--- src/rtl/mp_pkg.sv ---
package mp_pkg;

    // Width of a micro-address
    localparam int MP_ADDR_W  = 16;
    // Width of a halved address as stored in an entry
    localparam int MP_HALF_W  = MP_ADDR_W - 1;
    // Width of one table entry: present flag plus two halved addresses
    localparam int MP_ENT_W   = 2 * MP_HALF_W + 1;
    // Default table depth
    localparam int MP_NUM_ENT = 32;
    // First address of the writable code area
    localparam logic [MP_ADDR_W-1:0] MP_WR_BASE = 16'h7C00;

    // Packed entry; the last member occupies bit 0
    typedef struct packed {
        logic [MP_HALF_W-1:0] dst;
        logic [MP_HALF_W-1:0] src;
        logic                 present;
    } mp_entry_t;

endpackage

--- src/rtl/mp_entry_bank.sv ---
module mp_entry_bank
    import mp_pkg::*;
#(
    parameter int NUM_ENT = MP_NUM_ENT,
    parameter int IDX_W   = $clog2(NUM_ENT)
) (
    input  logic                              clk,
    input  logic                              rst_n,
    input  logic                              wr_en,
    input  logic [IDX_W-1:0]                  wr_idx,
    input  mp_entry_t                         wr_ent,
    input  logic [IDX_W-1:0]                  rd_idx,
    output mp_entry_t                         rd_ent,
    input  logic [MP_HALF_W-1:0]              fetch_half,
    output logic [NUM_ENT-1:0]                match_vec,
    output logic [NUM_ENT-1:0]                present_vec,
    output logic [NUM_ENT-1:0][MP_HALF_W-1:0] dst_vec
);

    mp_entry_t ent_view [NUM_ENT];

    // One register and one comparator per entry, all compared in parallel
    for (genvar g = 0; g < NUM_ENT; g++) begin : g_ent
        mp_entry_t ent_r;

        always_ff @(posedge clk or negedge rst_n) begin
            if (!rst_n) begin
                ent_r <= '0;
            end else if (wr_en && (wr_idx == IDX_W'(g))) begin
                ent_r <= wr_ent;
            end
        end

        assign ent_view[g]    = ent_r;
        assign present_vec[g] = ent_r.present;
        assign match_vec[g]   = ent_r.present && (ent_r.src == fetch_half);
        assign dst_vec[g]     = ent_r.dst;
    end

    assign rd_ent = ent_view[rd_idx];

endmodule

--- src/rtl/mp_prio_sel.sv ---
module mp_prio_sel
    import mp_pkg::*;
#(
    parameter int NUM_ENT = MP_NUM_ENT,
    parameter int IDX_W   = $clog2(NUM_ENT)
) (
    input  logic [NUM_ENT-1:0]                match_vec,
    input  logic [NUM_ENT-1:0][MP_HALF_W-1:0] dst_vec,
    output logic                              hit,
    output logic [IDX_W-1:0]                  hit_idx,
    output logic [MP_HALF_W-1:0]              sel_dst
);

    // Scan from the top down so that the lowest matching index is kept last
    always_comb begin
        hit_idx = '0;
        for (int i = NUM_ENT - 1; i >= 0; i--) begin
            if (match_vec[i]) begin
                hit_idx = IDX_W'(i);
            end
        end
    end

    assign hit     = |match_vec;
    assign sel_dst = dst_vec[hit_idx];

endmodule

--- src/rtl/mp_redirector.sv ---
module mp_redirector
    import mp_pkg::*;
#(
    parameter  int NUM_ENT = MP_NUM_ENT,
    localparam int IDX_W   = $clog2(NUM_ENT)
) (
    input  logic                 clk,
    input  logic                 rst_n,
    input  logic                 wr_en,
    input  logic [IDX_W-1:0]     wr_idx,
    input  logic [MP_ENT_W-1:0]  wr_data,
    input  logic [IDX_W-1:0]     rd_idx,
    output logic [MP_ENT_W-1:0]  rd_data,
    input  logic [MP_ADDR_W-1:0] fetch_addr,
    output logic [MP_ADDR_W-1:0] out_addr,
    output logic                 hit,
    output logic [IDX_W-1:0]     hit_idx
);

    mp_entry_t                         wr_ent;
    mp_entry_t                         rd_ent;
    logic [NUM_ENT-1:0]                match_vec;
    logic [NUM_ENT-1:0]                present_vec;
    logic [NUM_ENT-1:0][MP_HALF_W-1:0] dst_vec;
    logic [MP_HALF_W-1:0]              sel_dst;

    assign wr_ent  = mp_entry_t'(wr_data);
    assign rd_data = MP_ENT_W'(rd_ent);

    mp_entry_bank #(
        .NUM_ENT (NUM_ENT),
        .IDX_W   (IDX_W)
    ) u_bank (
        .clk         (clk),
        .rst_n       (rst_n),
        .wr_en       (wr_en),
        .wr_idx      (wr_idx),
        .wr_ent      (wr_ent),
        .rd_idx      (rd_idx),
        .rd_ent      (rd_ent),
        .fetch_half  (fetch_addr[MP_ADDR_W-1:1]),
        .match_vec   (match_vec),
        .present_vec (present_vec),
        .dst_vec     (dst_vec)
    );

    mp_prio_sel #(
        .NUM_ENT (NUM_ENT),
        .IDX_W   (IDX_W)
    ) u_prio (
        .match_vec (match_vec),
        .dst_vec   (dst_vec),
        .hit       (hit),
        .hit_idx   (hit_idx),
        .sel_dst   (sel_dst)
    );

    // The low address bit is carried through, so one entry covers an even/odd pair
    assign out_addr = hit ? {sel_dst, fetch_addr[0]} : fetch_addr;

endmodule

--- config.mk ---
export PLATFORM = sky130hd
export DESIGN_NAME = mp_redirector
export DESIGN_NICKNAME = d
export VERILOG_FILES = /design/src/rtl/mp_pkg.sv /design/src/rtl/mp_entry_bank.sv /design/src/rtl/mp_prio_sel.sv /design/src/rtl/mp_redirector.sv
export SDC_FILE = /design/constraint.sdc
export NUM_CORES = 2
export LEC_CHECK = 0
export CORE_UTILIZATION = 45
export DETAILED_ROUTE_END_ITERATION = 10
export DONT_BUFFER_PORTS = 1
export GPL_ROUTABILITY_DRIVEN = 0
export PLACE_DENSITY_LB_ADDON = 0.15
export SLEW_MARGIN = 20
export SYNTH_ARGS = -nofsm -noshare
export SYNTH_HDL_FRONTEND = slang
export SYNTH_SLANG_ARGS = --single-unit
--- constraint.sdc ---
create_clock -name clk -period 14.9 [get_ports clk]
set_input_delay 2.98 -clock clk [delete_from_list [all_inputs] [get_ports clk]]
set_output_delay 2.98 -clock clk [all_outputs]
set_load 0.01 [all_outputs]
==> flow_metrics.py <==
metrics = {
    "run_status": {
        "outcome": "completed",
    },
    "worst_setup_path": {
        "cp-start-kind": "input port",
        "cp_max_fo": 60,
        "cp.arrival_ns": 7.93,
        "setup.worst_path.end_class": "output pin",
        "required_ns": 11.92,
        "crit_type": "in -> out",
    },
    "clock_tree": {
        "clkSinkCount": 992,
        "cts_resized": 0,
        "clk_latency_ns": 0.74,
        "numCtsBuffers": 110,
        "root_buffer": "clkbuf_16",
        "cts_buffer_depth": 3,
        "cts_tree": "yes",
        "htree_levels": 3,
        "clkSlewWorstSetupHoldPaths_ns": 0.06,
        "cts_hold_buf": 0,
        "postCtsSetupBuffers": 0,
    },
    "drt": {
        "vias": 38900,
        "wl_met1_mm": 86.5,
        "drcViolationCount": 0,
        "met3_length_mm": 15.1,
        "top_layer": "met5",
        "drt_wl_total_mm": 198,
        "vias_per_cell": 6.63,
        "drtIter0Drc": 4341,
        "wl_met2_mm": 88.3,
        "firstDrtPassIters": 8,
        "post_drt_wl_per_cell_microns": 33.7,
        "drtAntennaViolNets": 0,
    },
    "sta": {
        "layout_min_cycle_time_ns": 10.91,
        "min_period_over_period_pct": 73.2,
        "timing.hold.ws_ns": 0.516,
        "tightest_slew_ns": 1.26,
        "setup_viol": 0,
        "worst_clock_skew_ns": 0,
        "clock.fmax_ghz": 0.0917,
        "hold_viol_final": 0,
        "rsz0062_at_grt": "no",
        "finalSetupTns_ns": 0,
        "final_max_slew_viol_count": 0,
        "slew_headroom_pct": 15.5,
    },
    "yosys": {
        "synth_largest_type_area_fraction_pct": 43.4,
        "synth_edf_count": 0,
        "syn-cell-area_sq_mm": 0.0572,
        "synth_area_per_cell_sq_um": 13.2,
        "async_flop_share_pct": 100,
        "synth-main-ff-cell": "dfrtp_1",
        "synth_seq_area_share_pct": 43.4,
        "yosysTopAreaCell": "dfrtp_1",
        "ys_types": 73,
        "syn_nets": 4394,
        "synth-seq-cells": 992,
        "synth_area_leaders": "dfrtp_1, mux2_2, mux4_2",
        "yosys_warnings": 0,
        "syn_inst": 4334,
    },
    "job": {
        "cap_violations": 0,
    },
    "die": {
        "start_util_pct": 45.5,
        "dieArea_sq_mm": 0.129,
        "coreArea_sq_mm": 0.126,
        "die_h_microns": 359,
        "ios": 113,
        "fp-row-count": 130,
        "die_width_microns": 359,
    },
    "power_and_ir_drop": {
        "ir_drop_v": 0.000101,
        "p_int_mw": 5.92,
        "fin_total_pwr_mw": 8.40,
        "seq_power_share_pct": 44.7,
        "swShare_pct": 29.6,
        "p_per_area_mw_per_mm2": 135,
        "leakagePower_nw": 24.9,
        "combinationalPowerShare_pct": 21.0,
        "p_sw_mw": 2.48,
        "power.share.clock_pct": 34.3,
    },
    "global_routing": {
        "antenna_found_initial": 10,
        "grt_pass1_wl_mm": 287,
        "grt_max_degree": 993,
        "grtUsageTotal_pct": 31.0,
        "grt_pass1_vias": 38400,
        "grt_overflow": 0,
    },
    "final_layout": {
        "finish.net_count": 4177,
        "drive_above_1_share_pct": 40.5,
        "fill_cells": 11000,
        "syn_to_final_growth_pct": 8.38,
    },
    "place": {
        "portBuffers": 0,
        "dpl.hpwl_mm": 122,
    },
    "worst_hold_path": {
        "min_path_type": "reg -> reg",
    },
}
-- cell usage after synthesis, types with 5 or more instances --
cell type	instances
a211oi_2	13
xnor2_2	5
o2bb2ai_1	14
buf_1	56
mux2_2	1024
buf_2	43
a211oi_1	46
nor2_1	51
nand4_1	260
nand2b_1	7
clkbuf_1	235
nor3_1	13
a221oi_1	17
nor4_1	66
a21o_1	16
mux4_2	310
xnor2_1	475
a22oi_1	15
mux2i_1	182
nand3_1	23
buf_4	22
and2_1	30
inv_1	8
o21a_1	15
a21oi_1	76
nor2b_1	31
dfrtp_1	992
a32oi_1	14
nand2_1	110
o21ai_0	9
or2_2	38
a211o_1	14
buf_6	41
nor4_2	5
or4_1	6
-- cell usage in the layout (no fill, tap or decap), types with 6 or more instances in the layout --
cell type and instances:
nor2_4 14, mux2i_1 182, clkinvlp_4 10, a22oi_1 15
nor4_2 12, clkbuf_8 22, a211oi_1 46, a32oi_1 14
buf_16 6, a21oi_1 76, o21a_1 15, or4_1 6
inv_6 8, a221oi_1 17, a211o_1 14, o2bb2ai_1 14
clkinv_4 7, nor3_1 10, and2_1 29, nand2_2 10
a21o_1 16, a211oi_2 13, mux2_2 1024, inv_1 7
or2_2 38, xnor2_1 475, nand3_1 22, buf_4 61
nand4_1 260, clkbuf_16 112, nor4_1 59, mux4_2 310
o21ai_0 9, bufinv_16 10, clkinv_2 16, nand2_1 100
nor2b_1 30, nor2_1 39, clkbuf_1 20, dfrtp_1 992
-- sequential cells by signal, summed over array words and instances, names as in the netlist --
name and flops:
u_bank.dst_vec 480, u_bank.ent_view 480, u_bank.present_vec 32
-- critical path, stage by stage --
cell and delay (ns):
xnor2_1 0.28, nand4_1 0.17, nor4_2 0.31, buf_4 0.49
nor2_1 0.18, nand2_1 0.11, buf_4 0.32, nor3_4 0.05
buf_4 0.25, o21ai_4 0.09, buf_4 0.67, inv_2 0.63
a211oi_1 0.40, a21oi_1 0.07, a221oi_1 0.51, a21oi_1 0.30
-- layer usage --
metal	track usage [%]	vias to the layer above
met4	10.8	6
met2	46.4	1780
met1	45.1	20800
met5	0	-
met3	5.46	399
li1	-	15900
-- worst paths after layout --
path | start | to | slack [ns] | cells past startpoint
setup reg to reg | u_bank.ent_view[964] | u_bank.ent_view[964] | 14.01 | 1
setup / recovery | fetch_addr[7] | out_addr[15] | 3.99 | 16
max in group asynchronous | rst_n | u_bank.dst_vec[474] | 10.54 | 3
hold reg to reg | u_bank.dst_vec[462] | u_bank.dst_vec[462] | 0.52 | 1
min in group asynchronous | rst_n | u_bank.ent_view[693] | 1.93 | 0
hold / removal | u_bank.dst_vec[462] | u_bank.dst_vec[462] | 0.52 | 1
-- cell type report --
| class | instances | area [sq um] | area share, % |
|---|---|---|---|
| Antenna cell | 5 | 12.5 | 0.0202 |
| Timing Repair Buffer | 68 | 643 | 1.04 |
| Sequential cell | 992 | 24800 | 40.0 |
| Clock buffer | 154 | 3180 | 5.13 |
| Tap cell | 1650 | 2060 | 3.33 |
| Inverter | 9 | 33.8 | 0.0545 |
| Clock inverter | 52 | 603 | 0.972 |
| Multi-Input combinational cell | 2936 | 30700 | 49.5 |
-- through the flow --
step / cells / cell area (sq um) / setup WS, ns / util [%]
floorplan: 4334 / 57200 / 5.90 / -
global placement: 5649 / 58100 / 4.13 / 46.1
detailed placement: 5649 / 58100 / 4.07 / 46.1
CTS: 5855 / 61900 / 4.05 / 49.1
global route: 5861 / 62000 / 3.82 / 49.3
finish: 5866 / 62000 / 3.99 / 49.3
-- cells by family (layout without fill, tap and decap cells) --
kind of cell | after synthesis | in the layout | synth area share [%]
DFF | 992 | 992 | 43.4
xor gates and xnor gates | 480 | 480 | 7.41
muxes | 1517 | 1517 | 35.5
and+or+nand+nor | 657 | 657 | 6.53
buffers and inverters | 406 | 283 | 3.44
AOI/OAI and AO/OA | 282 | 282 | 3.71
other | 0 | 5 | 0
-- power groups by stage --
stage / sequential, mW / combinational, mW / clock, mW
2_1_floorplan: 3.57 / 1.45 / 0
3_3_place_gp: 3.77 / 1.66 / 0
3_5_place_dp: 3.78 / 1.69 / 0
4_1_cts: 3.73 / 1.70 / 2.93
5_1_grt: 3.82 / 1.88 / 3.03
6_report: 3.76 / 1.76 / 2.88
Note: power is estimated with default switching activity, not from simulation.
